File: config.mk
export PLATFORM = sky130hd
export DESIGN_NAME = scc_card_clock
export DESIGN_NICKNAME = d
export VERILOG_FILES = /design/src/rtl/scc_pkg.sv /design/src/rtl/scc_edge_sync.sv /design/src/rtl/scc_phase_ctrl.sv /design/src/rtl/scc_aux_div.sv /design/src/rtl/scc_card_clock.sv
export SDC_FILE = /design/constraint.sdc
export NUM_CORES = 1
export LEC_CHECK = 0
export ABC_AREA = 0
export CELL_PAD_IN_SITES_DETAIL_PLACEMENT = 0
export CELL_PAD_IN_SITES_GLOBAL_PLACEMENT = 2
export CORE_ASPECT_RATIO = 1.2
export CORE_MARGIN = 4
export CORE_UTILIZATION = 35
export CTS_CLUSTER_DIAMETER = 120
export CTS_CLUSTER_SIZE = 12
export DETAILED_ROUTE_END_ITERATION = 16
export PLACE_DENSITY_LB_ADDON = 0.1
export SLEW_MARGIN = 20
export SYNTH_ARGS = -nofsm -noshare
export SYNTH_HDL_FRONTEND = slang
export SYNTH_SLANG_ARGS = --single-unit
File: constraint.sdc
create_clock -name clk -period 6.15 [get_ports clk]
set_input_delay 0.9225 -clock clk [delete_from_list [all_inputs] [get_ports clk]]
set_output_delay 0.9225 -clock clk [all_outputs]
set_load 0.02 [all_outputs]
File: src/rtl/scc_pkg.sv
package scc_pkg;
   typedef enum logic [1:0] {
      CK_RUN     = 2'd0,
      CK_SLOW    = 2'd1,
      CK_STOP_LO = 2'd2,
      CK_STOP_HI = 2'd3
   } ck_mode_e;

   typedef enum logic [1:0] {
      AUX_FULL  = 2'd0,
      AUX_HALF  = 2'd1,
      AUX_QUART = 2'd2,
      AUX_QALT  = 2'd3
   } aux_sel_e;
endpackage

File: src/rtl/scc_edge_sync.sv
module scc_edge_sync #(
   parameter int STAGES = 2
) (
   input  logic clk,
   input  logic rst_n,
   input  logic din,
   output logic edge_p
);
   logic [STAGES-1:0] sh;
   logic              prev;

   if (STAGES < 1) begin : g_bad_stages
      $error("scc_edge_sync: STAGES must be at least 1");
   end

   if (STAGES == 1) begin : g_one
      always_ff @(posedge clk or negedge rst_n) begin
         if (!rst_n) sh <= '0;
         else        sh <= din;
      end
   end else begin : g_chain
      always_ff @(posedge clk or negedge rst_n) begin
         if (!rst_n) sh <= '0;
         else        sh <= {sh[STAGES-2:0], din};
      end
   end

   always_ff @(posedge clk or negedge rst_n) begin
      if (!rst_n) prev <= 1'b0;
      else        prev <= sh[STAGES-1];
   end

   assign edge_p = sh[STAGES-1] ^ prev;
endmodule

File: src/rtl/scc_phase_ctrl.sv
module scc_phase_ctrl
   import scc_pkg::*;
#(
   parameter int DIV_W    = 4,
   parameter int MIN_HALF = 2,
   localparam int CW      = DIV_W + 1
) (
   input  logic             clk,
   input  logic             rst_n,
   input  logic             slow_edge,
   input  ck_mode_e         cfg_mode,
   input  logic [DIV_W-1:0] cfg_div,
   input  logic [1:0]       cfg_dbl,
   output logic             card_clk,
   output ck_mode_e         act_mode,
   output logic [CW-1:0]    act_half
);
   localparam logic [CW-1:0] MIN_LEN  = CW'(MIN_HALF);
   localparam logic [CW-1:0] MIN_LAST = CW'(MIN_HALF - 1);
   localparam logic [CW-1:0] CNT_MAX  = '1;

   logic [CW-1:0] cnt;
   logic          pend;
   logic          done;
   logic          lvl_nxt;
   logic [CW-1:0] half_nxt;

   function automatic logic [CW-1:0] f_half(input logic [DIV_W-1:0] d,
                                            input logic [1:0] s);
      logic [CW-1:0] h;
      logic [1:0]    sh;
      sh = (s == 2'd3) ? 2'd2 : s;
      h  = ({1'b0, d} + 1'b1) >> sh;
      if (h < MIN_LEN) h = MIN_LEN;
      return h;
   endfunction

   always_comb begin
      unique case (act_mode)
         CK_RUN:  done = (cnt >= act_half - 1'b1);
         CK_SLOW: done = (pend || slow_edge) && (cnt >= MIN_LAST);
         default: done = (cnt >= MIN_LAST);
      endcase
   end

   always_comb begin
      unique case (cfg_mode)
         CK_STOP_LO: lvl_nxt = 1'b0;
         CK_STOP_HI: lvl_nxt = 1'b1;
         default:    lvl_nxt = ~card_clk;
      endcase
      half_nxt = f_half(cfg_div, cfg_dbl);
   end

   always_ff @(posedge clk or negedge rst_n) begin
      if (!rst_n) begin
         card_clk <= 1'b0;
         act_mode <= CK_STOP_LO;
         act_half <= MIN_LEN;
         cnt      <= '0;
      end else if (done) begin
         card_clk <= lvl_nxt;
         act_mode <= cfg_mode;
         act_half <= half_nxt;
         cnt      <= '0;
      end else if (cnt != CNT_MAX) begin
         cnt      <= cnt + 1'b1;
      end
   end

   always_ff @(posedge clk or negedge rst_n) begin
      if (!rst_n)                                pend <= 1'b0;
      else if (done)                             pend <= 1'b0;
      else if (slow_edge && act_mode == CK_SLOW) pend <= 1'b1;
   end
endmodule

File: src/rtl/scc_aux_div.sv
module scc_aux_div
   import scc_pkg::*;
(
   input  logic       clk,
   input  logic       rst_n,
   input  logic [1:0] cfg_sel,
   output logic       aux_clk
);
   logic [1:0] q;
   aux_sel_e   sel_r;

   always_ff @(posedge clk or negedge rst_n) begin
      if (!rst_n) q <= '0;
      else        q <= q + 1'b1;
   end

   // switch on the falling reference edge while all candidates are low
   always_ff @(negedge clk or negedge rst_n) begin
      if (!rst_n)          sel_r <= AUX_QUART;
      else if (q == 2'd0)  sel_r <= aux_sel_e'(cfg_sel);
   end

   always_comb begin
      unique case (sel_r)
         AUX_FULL: aux_clk = clk;
         AUX_HALF: aux_clk = q[0];
         default:  aux_clk = q[1];
      endcase
   end
endmodule

File: src/rtl/scc_card_clock.sv
module scc_card_clock
   import scc_pkg::*;
#(
   parameter int DIV_W       = 4,
   parameter int MIN_HALF    = 2,
   parameter int SYNC_STAGES = 2
) (
   input  logic             clk,
   input  logic             rst_n,
   input  logic             slow_osc,
   input  logic [1:0]       cfg_mode,
   input  logic [DIV_W-1:0] cfg_div,
   input  logic [1:0]       cfg_dbl,
   input  logic [1:0]       cfg_aux,
   output logic             card_clk,
   output logic             aux_clk
);
   localparam int CW = DIV_W + 1;

   if (DIV_W < 2) begin : g_bad_div
      $error("scc_card_clock: DIV_W must be at least 2");
   end
   if (MIN_HALF < 1 || MIN_HALF > (1 << DIV_W)) begin : g_bad_min
      $error("scc_card_clock: MIN_HALF out of range");
   end

   logic          slow_edge;
   ck_mode_e      act_mode;
   logic [CW-1:0] act_half;

   scc_edge_sync #(.STAGES(SYNC_STAGES)) u_sync (
      .clk    (clk),
      .rst_n  (rst_n),
      .din    (slow_osc),
      .edge_p (slow_edge)
   );

   scc_phase_ctrl #(.DIV_W(DIV_W), .MIN_HALF(MIN_HALF)) u_phase (
      .clk       (clk),
      .rst_n     (rst_n),
      .slow_edge (slow_edge),
      .cfg_mode  (ck_mode_e'(cfg_mode)),
      .cfg_div   (cfg_div),
      .cfg_dbl   (cfg_dbl),
      .card_clk  (card_clk),
      .act_mode  (act_mode),
      .act_half  (act_half)
   );

   scc_aux_div u_aux (
      .clk     (clk),
      .rst_n   (rst_n),
      .cfg_sel (cfg_aux),
      .aux_clk (aux_clk)
   );
endmodule

==> results of run 1 <==
## path summary, 6_finish.rpt
check                                                  end                        from
worst min-delay path                u_sync.sh[1]$_DFF_PN0_      u_sync.sh[0]$_DFF_PN0_
worst max-delay path                               aux_clk  u_aux.sel_r[1]$_DFFE_NN1N_
worst max register to register  u_aux.sel_r[0]$_DFFE_NN0N_        u_aux.q[0]$_DFF_PN0_
worst min register to register      u_sync.sh[1]$_DFF_PN0_      u_sync.sh[0]$_DFF_PN0_
min in group asynchronous             u_aux.q[1]$_DFF_PN0_                       rst_n
max in group asynchronous       u_aux.sel_r[1]$_DFFE_NN1N_                       rst_n
## where the power goes
group / internal [mW] / switching, mW / leakage [nW] / total [mW]
Clock: 0.0923 / 0.0597 / 0.0640 / 0.152
Sequential: 0.178 / 0.0410 / 0.257 / 0.219
Combinational: 0.132 / 0.143 / 0.400 / 0.275
Total: 0.402 / 0.244 / 0.721 / 0.646
## cell usage after synthesis (all sizes together), types with 2 or more instances
cell | count | area (µm²)
a211oi | 2 | 15.0
a21oi | 7 | 35.0
a31oi | 2 | 12.5
and3 | 2 | 12.5
buf | 6 | 45.0
dfrtp | 17 | 425
dfstp | 3 | 78.8
ha | 11 | 138
inv | 12 | 45.0
mux2 | 8 | 93.8
mux2i | 4 | 40.0
nand2 | 9 | 48.8
nand3 | 3 | 15.0
nor2 | 14 | 52.6
nor2b | 2 | 12.5
nor3 | 3 | 15.0
o21ai | 3 | 18.8
o22ai | 2 | 18.8
o2bb2ai | 3 | 26.3
xnor2 | 5 | 43.8
xor2 | 3 | 26.3
## cells by family after synthesis
family,after synthesis
muxes,12
xor gates and xnor gates,8
AOI/OAI and AO/OA,28
DFF,21
and+or+nand+nor,39
adders and majority gates,11
buffers and inverters,18
## critical path, delay by kind of cell, from the launching register on
kind                   cells  cell delay, ns
AND/OR/NAND/NOR            1            0.04
AO/OA/AOI/OAI              1            0.06
flip-flops                 1            0.52
buffers and inverters      1            0.62
## flip-flops by register name, indices dropped and copies added (netlist names)
name              cells
u_sync.sh             2
u_aux.q               2
u_phase.card_clk      1
u_phase.act_half      5
u_phase.cnt           5
u_phase.act_mode      2
u_phase.pend          1
u_sync.prev           1
u_aux.sel_r           2
## metal layers
layer	wire (µm)	up-vias	GRT usage, %
met2	1350	20	19.9
met1	1210	479	15.3
met3	100	6	3.51
met4	55	0	7.47
met5	0	-	0
li1	-	515	-
## final cells by class
type                            instances  share of cell area, %
Clock buffer                            7                   5.67
Clock inverter                          2                  0.536
Inverter                               11                   2.53
Multi-Input combinational cell         98                   46.4
Sequential cell                        21                   32.4
Tap cell                               52                   3.98
Timing Repair Buffer                   14                   8.43
==> impl_metrics.csv, run 1 <==
group,metric,value,unit
layout,nFillCells,389,
synth,ys.flop_type,"dfrtp_1",
route,avgRoutedWirePerCell,13.3,µm
floorplan,io_pins,15,
layout,most-common-layout-cells,"dfrtp_1 (17), nor2_1 (14), clkdlybuf4s50_1 (14)",
power_and_ir_drop,power.leakage,0.721,nW
synth,syn_area,0.00138,mm²
timing,hold_viol,0,
layout,diodes,0,
route,num_vias,1020,
synth,synthSimpleGateAreaFrac,14.9,%
layout,ff_latch_area,529,µm²
synth,async_flop_share,100,%
synth,synth_edf_count,0,
synth,synthXorXnorAreaFrac,5.09,%
route,wirelength,2720,µm
job,drv_cap,0,
critical_path,critPathMaxFanout,3,
critical_path,cp-end-kind,"output pin",
critical_path,r2r_cells,3,
power_and_ir_drop,power,0.646,mW
layout,final_common_cell,"dfrtp_1",
placed_design,routabilityCongestion,0.844,
placed_design,place_inst,198,
route,drc,0,
global_routing,grt_antenna_before_repair,0,
synth,ys_ff_latch,21,
placed_design,hpwl,2050,µm
floorplan,start_util,37.0,%
timing,relSlewSlack,69.8,%
route,dr.pass1.iters,4,
floorplan,die_area,0.00501,mm²
synth,synthCells,137,
global_routing,groute.usage.overall,12.7,%
critical_path,required,5.23,ns
route,avgViaCountPerCell,4.98,
timing,rsz0062_at_grt,"no",
cts,cts_tree,"done",
synth,synth-compound-area-share,15.3,%
timing,fin_setup_tns,0,ns
global_routing,grt_pass1_wl,4980,µm
floorplan,rows,24,
synth,synthMuxAreaShare,9.72,%
layout,synthToLayoutAreaGrowth,18.5,%
critical_path,rrSetupSlack,1.96,ns
synth,synth-adder-area-share,9.99,%
floorplan,fp.coreArea,0.00372,mm²
timing,finClkSkew,0.0764,ns
timing,setup_viol,0,
critical_path,startpoint_type,"flop",
layout,fin_cells,205,
synth,synth_warnings,0,
global_routing,grt_pass1_vias,1107,
route,drt_iter0_drc,36,
critical_path,worst_path_max_delay_cell,"clkdlybuf4s50_1",
status,outcome,"complete, no violations",
global_routing,grt_start_max_net_pins,18,
synth,yosysSeqAreaShare,38.4,%
timing,worst_slew_pin_slew,0.452,ns
timing,finalMaxSlewViolations,0,
placed_design,placed_cell_area,0.00155,mm²
placed_design,portBuffers,14,
floorplan,die_w,65.3,µm
power_and_ir_drop,max-vdd-ir-drop,0.137,mV
timing,timing.final.ws_setup,0.464,ns
critical_path,worstPathArrival,4.76,ns
layout,fin_area,0.00163,mm²
layout,fin_util,43.9,%
critical_path,crit_chain,"nand2_1 -> o21ai_0 -> clkdlybuf4s50_1",
timing,whs,0.363,ns
cts,ctsResizeCount,0,
cts,clkTransAtPathRegs,0.08,ns
critical_path,max_stage_delay,0.62,ns
critical_path,worstSetupPathType,"reg2out",
hold_path,min_path_type,"reg2reg",
route,ant_nets,0,
cts,postCtsSetupBuffers,0,
synth,synth_top_family_by_area,"compound AO/OA/AOI/OAI gates",
synth,syn_nets,161,
synth,synth_area_per_cell,10.1,µm²
power_and_ir_drop,pwr_density_cell,396,mW/mm²
layout,multiInputGateArea,758,µm²
layout,nets,178,
synth,ys_types,44,
global_routing,gr-total-overflow,0,
hold_path,holdPathStages,0,
layout,drive_gt1_share,17.6,%
placed_design,dp_slack,0.929,ns
cts,cts_hold_buf,0,
floorplan,die_h,76.7,µm
cts,clk_latency,0.44,ns
No activity file was read; power rests on OpenSTA's default activity.
==> inputs of run 2 (changes only) <==
CORE_UTILIZATION = 32   (was 35)
clock period = 4.7 ns   (was 6.15 ns; I/O delays follow)
==> run 2 against run 1 <==
Compared with the run above:
- flip-flop and latch count unchanged
- sequential share of layout area about the same
- largest cell class unchanged
- via count decreased by 1.3%
- core utilization decreased by 3.4 points
- first-iteration DRC count decreased by 67%
- critical path depth unchanged
- combinational power increased by 29%
- cell count increased by 0.98%
- clock power increased by 29%
- critical path type unchanged
- worst setup slack got worse by 0.24 ns
==> impl_metrics.csv, run 2 (synthesized netlist as in run 1, its figures left out) <==
group,metric,value,unit
layout,nFillCells,396,
power_and_ir_drop,p_comb_share,42.4,%
route,drc,0,
job,drv_cap,0,
cts,clkTransAtPathRegs,0.08,ns
placed_design,portBuffers,14,
layout,drive_gt1_share,17.6,%
route,ant_nets,0,
layout,fin_util,40.5,%
global_routing,grt_pass1_vias,1064,
layout,most-common-layout-cells,"dfrtp_1 (17), nor2_1 (14), clkdlybuf4s50_1 (13)",
floorplan,io_pins,15,
hold_path,min_path_type,"reg2reg",
route,avgRoutedWirePerCell,13.1,µm
critical_path,crit_chain,"nand2_1 -> o21ai_0 -> dlygate4sd2_1",
floorplan,rows,25,
layout,final_common_cell,"dfrtp_1",
placed_design,routabilityCongestion,0.675,
critical_path,worst_path_max_delay_cell,"dfstp_2",
route,num_vias,1007,
power_and_ir_drop,power.internal,0.525,mW
critical_path,worstSetupPathType,"reg2out",
power_and_ir_drop,power,0.836,mW
cts,cts_hold_buf,0,
power_and_ir_drop,max-vdd-ir-drop,0.237,mV
timing,finalMaxSlewViolations,0,
timing,rsz0062_at_grt,"no",
status,outcome,"complete, no violations",
critical_path,worstPathArrival,3.77,ns
critical_path,r2r_cells,3,
power_and_ir_drop,power.leakage,0.724,nW
cts,clk_latency,0.44,ns
timing,fin_setup_tns,0,ns
layout,reg.largest.list,"u_phase.act_half (5), u_phase.cnt (5)",
timing,setup_viol,0,
critical_path,critPathMaxFanout,3,
timing,timing.final.ws_setup,0.229,ns
hold_path,holdPathStages,0,
global_routing,grt_antenna_before_repair,0,
timing,finClkSkew,0.0754,ns
layout,nets,178,
timing,hold_viol,0,
floorplan,die_w,67.9,µm
critical_path,rrSetupSlack,1.24,ns
global_routing,gr-total-overflow,0,
floorplan,fp.coreArea,0.00404,mm²
critical_path,startpoint_type,"flop",
global_routing,grt_pass1_wl,4700,µm
critical_path,cp-end-kind,"output pin",
cts,cts_tree,"done",
floorplan,die_h,79.9,µm
route,drt_iter0_drc,12,
route,wirelength,2710,µm
power_and_ir_drop,sequentialPowerShare,34.1,%
power_and_ir_drop,switching_power,0.311,mW
critical_path,max_stage_delay,0.52,ns
placed_design,dp_slack,0.422,ns
critical_path,required,3.99,ns
power_and_ir_drop,switching_share,37.2,%
global_routing,grt_start_max_net_pins,18,
route,avgViaCountPerCell,4.86,
global_routing,groute.usage.overall,12.0,%
power_and_ir_drop,pwr_density_cell,511,mW/mm²
floorplan,start_util,34.1,%
timing,relSlewSlack,69.6,%
timing,worst_slew_pin_slew,0.454,ns
layout,synthToLayoutAreaGrowth,18.6,%
floorplan,die_area,0.00542,mm²
route,dr.pass1.iters,4,
placed_design,hpwl,2110,µm
power_and_ir_drop,p_clk_share,23.5,%
layout,diodes,0,
==> run 2: cell types whose count changed in the layout (fill, tap and decap cells not counted) <==
cell / change
clkdlybuf4s50_1: -1
dlygate4sd2_1: +1
==> run 2: final timing paths <==
check                                            from                          to
min                            u_sync.sh[0]$_DFF_PN0_      u_sync.sh[1]$_DFF_PN0_
max in group asynchronous                       rst_n  u_aux.sel_r[1]$_DFFE_NN1N_
max reg2reg                      u_aux.q[0]$_DFF_PN0_  u_aux.sel_r[0]$_DFFE_NN0N_
max                        u_aux.sel_r[1]$_DFFE_NN1N_                     aux_clk
min reg2reg                    u_sync.sh[0]$_DFF_PN0_      u_sync.sh[1]$_DFF_PN0_
min in group asynchronous                       rst_n        u_aux.q[0]$_DFF_PN0_
==> run 2: area by class of cell <==
type                    instances  area, µm²  share of cell area (%)
multi-input cells              98        758                    46.4
flip-flops and latches         21        529                    32.4
repair buffers                 14        138                    8.42
clock buffers                   7       91.3                    5.59
well taps                      54       67.6                    4.13
inverters                      11       41.3                    2.53
clock inverters                 2       8.76                   0.536
==> run 2: critical path: cells and delay by family, from the launching register on <==
family / cells / cell delay (ns)
compound gates: 1 / 0.06
flops: 1 / 0.52
buf+inv: 1 / 0.35
simple gates: 1 / 0.04
==> run 2: layer usage <==
layer | up-vias | share of wire (%) | global-route usage, %
met5 | - | 0 | 0
met4 | 0 | 3.8 | 10.9
met3 | 8 | 2.7 | 2.39
met2 | 13 | 53 | 19.4
met1 | 470 | 40 | 12.7
li1 | 516 | - | -
==> run 2: power by group through the flow <==
stage          sequential (mW)  clock [mW]  combinational [mW]
2_1_floorplan            0.280     0.00989               0.306
3_3_place_gp             0.287      0.0148               0.358
3_5_place_dp             0.288      0.0148               0.363
4_1_cts                  0.285       0.207               0.365
5_1_grt                  0.295       0.215               0.406
6_report                 0.285       0.196               0.355
==> run 2: repair_timing <==
action	in CTS	in global routing
endpoints found under the hold margin	0	0
setup endpoints to repair	1	0
gates resized for setup	1	0
setup buffers	0	0
==> run 2: per-stage QoR <==
| stage | hold slack, ns | cells | cell area (µm²) |
|---|---|---|---|
| global route | 0.378 | 207 | 1630 |
| global placement | 0.335 | 200 | 1550 |
| CTS | 0.365 | 207 | 1630 |
| detailed placement | 0.343 | 200 | 1550 |
| finish | 0.362 | 207 | 1630 |
| floorplan | 0.331 | 137 | 1380 |
==> inputs of run 3 (changes only) <==
RECOVER_POWER = 100   (was default)
==> run 3 against run 2 <==
Compared with the run above:
- core utilization is 0.37 points lower
- largest power group unchanged
- register-to-register slack hardly changed
- combinational power is 6.8% lower
- non-clock buffer count stayed put
==> impl_metrics.csv, run 3 (synthesized netlist as in run 1, its figures left out) <==
group,metric,value,unit
status,outcome,"complete, no violations",
global_routing,gr-total-overflow,0,
power_and_ir_drop,power.leakage,0.716,nW
timing,relSlewSlack,37.6,%
job,drv_cap,0,
layout,drive_gt1_share,15.0,%
layout,synthToLayoutAreaGrowth,17.5,%
timing,fin_setup_tns,0,ns
route,ant_nets,0,
route,num_vias,998,
timing,worst_slew_pin_slew,0.936,ns
route,dr.pass1.iters,4,
critical_path,worstSetupPathType,"reg2out",
power_and_ir_drop,power,0.812,mW
global_routing,grt_pass1_vias,1064,
route,avgRoutedWirePerCell,13.1,µm
layout,fin_util,40.1,%
route,avgViaCountPerCell,4.82,
global_routing,groute.usage.overall,12.0,%
timing,setup_viol,0,
layout,reg.largest.list,"u_phase.act_half (5), u_phase.cnt (5)",
floorplan,die_area,0.00542,mm²
global_routing,grt_start_max_net_pins,18,
floorplan,rows,25,
placed_design,portBuffers,14,
timing,hold_viol,0,
layout,nets,178,
cts,clk_latency,0.44,ns
placed_design,routabilityCongestion,0.675,
floorplan,io_pins,15,
critical_path,cp-end-kind,"output pin",
floorplan,start_util,34.1,%
layout,diodes,0,
power_and_ir_drop,max-vdd-ir-drop,0.220,mV
critical_path,required,3.99,ns
layout,final_common_cell,"dfrtp_1",
global_routing,grt_pass1_wl,4700,µm
route,wirelength,2710,µm
cts,cts_tree,"done",
power_and_ir_drop,pwr_density_cell,501,mW/mm²
layout,nFillCells,399,
hold_path,min_path_type,"reg2reg",
floorplan,die_w,67.9,µm
timing,rsz0062_at_grt,"no",
route,drt_iter0_drc,14,
floorplan,die_h,79.9,µm
floorplan,fp.coreArea,0.00404,mm²
timing,finalMaxSlewViolations,0,
placed_design,hpwl,2110,µm
critical_path,worstPathArrival,3.77,ns
cts,cts_hold_buf,0,
global_routing,grt_antenna_before_repair,0,
critical_path,critPathMaxFanout,3,
route,drc,0,
cts,clkTransAtPathRegs,0.08,ns
critical_path,startpoint_type,"flop",
layout,most-common-layout-cells,"dfrtp_1 (17), nor2_1 (14), inv_1 (12)",
timing,finClkSkew,0.0753,ns
==> run 3: cell count changes in the layout (fill, tap and decap cells not counted), sizes merged <==
cell / before / now
dlygate4sd3: 0 / 3
clkbuf: 6 / 7
buf: 1 / 0
clkdlybuf4s50: 13 / 10
==> run 3: where the power goes <==
| part | switching, mW | total, mW | internal (mW) | leakage, nW |
|---|---|---|---|---|
| clock network | 0.0774 | 0.196 | 0.119 | 0.0663 |
| registers | 0.0508 | 0.284 | 0.233 | 0.257 |
| logic | 0.173 | 0.331 | 0.158 | 0.393 |
| total | 0.301 | 0.812 | 0.510 | 0.716 |
==> run 3: stage by stage <==
| stage | instances | worst slack (ns) | cell area [µm²] | hold WS [ns] |
|---|---|---|---|---|
| finish | 207 | 0.223 | 1620 | 0.362 |
| global route | 207 | 0.125 | 1620 | 0.378 |
| CTS | 207 | 0.204 | 1630 | 0.365 |
| detailed placement | 200 | 0.422 | 1550 | 0.343 |
| global placement | 200 | 0.428 | 1550 | 0.335 |
| floorplan | 137 | 0.699 | 1380 | 0.331 |
==> run 3: final timing paths <==
path                                                 start  cells past startpoint  slack (ns)                    endpoint
worst max register to register        u_aux.q[0]$_DFF_PN0_                      3        1.24  u_aux.sel_r[0]$_DFFE_NN0N_
worst min-delay path                u_sync.sh[0]$_DFF_PN0_                      0        0.36      u_sync.sh[1]$_DFF_PN0_
worst min register to register      u_sync.sh[0]$_DFF_PN0_                      0        0.36      u_sync.sh[1]$_DFF_PN0_
max in group asynchronous                            rst_n                      1        1.53  u_aux.sel_r[1]$_DFFE_NN1N_
min in group asynchronous                            rst_n                      1        0.63        u_aux.q[0]$_DFF_PN0_
worst max-delay path            u_aux.sel_r[1]$_DFFE_NN1N_                      3        0.22                     aux_clk
==> run 3: repair_timing <==
item | CTS | global route
endpoints found under the setup margin | 1 | 0
resized for setup | 1 | 0
setup buffers | 0 | 0
==> run 3: routing by layer <==
| metal | global-route usage [%] | wire length [µm] |
|---|---|---|
| met5 | 0 | 0 |
| met4 | 10.9 | 103 |
| met2 | 19.4 | 1430 |
| met1 | 12.7 | 1110 |
| met3 | 2.39 | 73 |
==> run 3: cell type report <==
| cell class | instances | area (µm²) | area share (%) |
|---|---|---|---|
| clock buffer | 7 | 91.3 | 5.64 |
| timing repair buffer | 14 | 134 | 8.27 |
| sequential | 21 | 529 | 32.7 |
| multi-input combinational | 98 | 747 | 46.1 |
| clock inverter | 2 | 8.76 | 0.541 |
| inverter | 11 | 41.3 | 2.55 |
| tap | 54 | 67.6 | 4.17 |
==> run 3: critical path: stages, from the launching register on <==
cell and delay [ns]:
dfstp_1 0.52, nand2_1 0.05, o21ai_0 0.06, dlygate4sd2_1 0.35
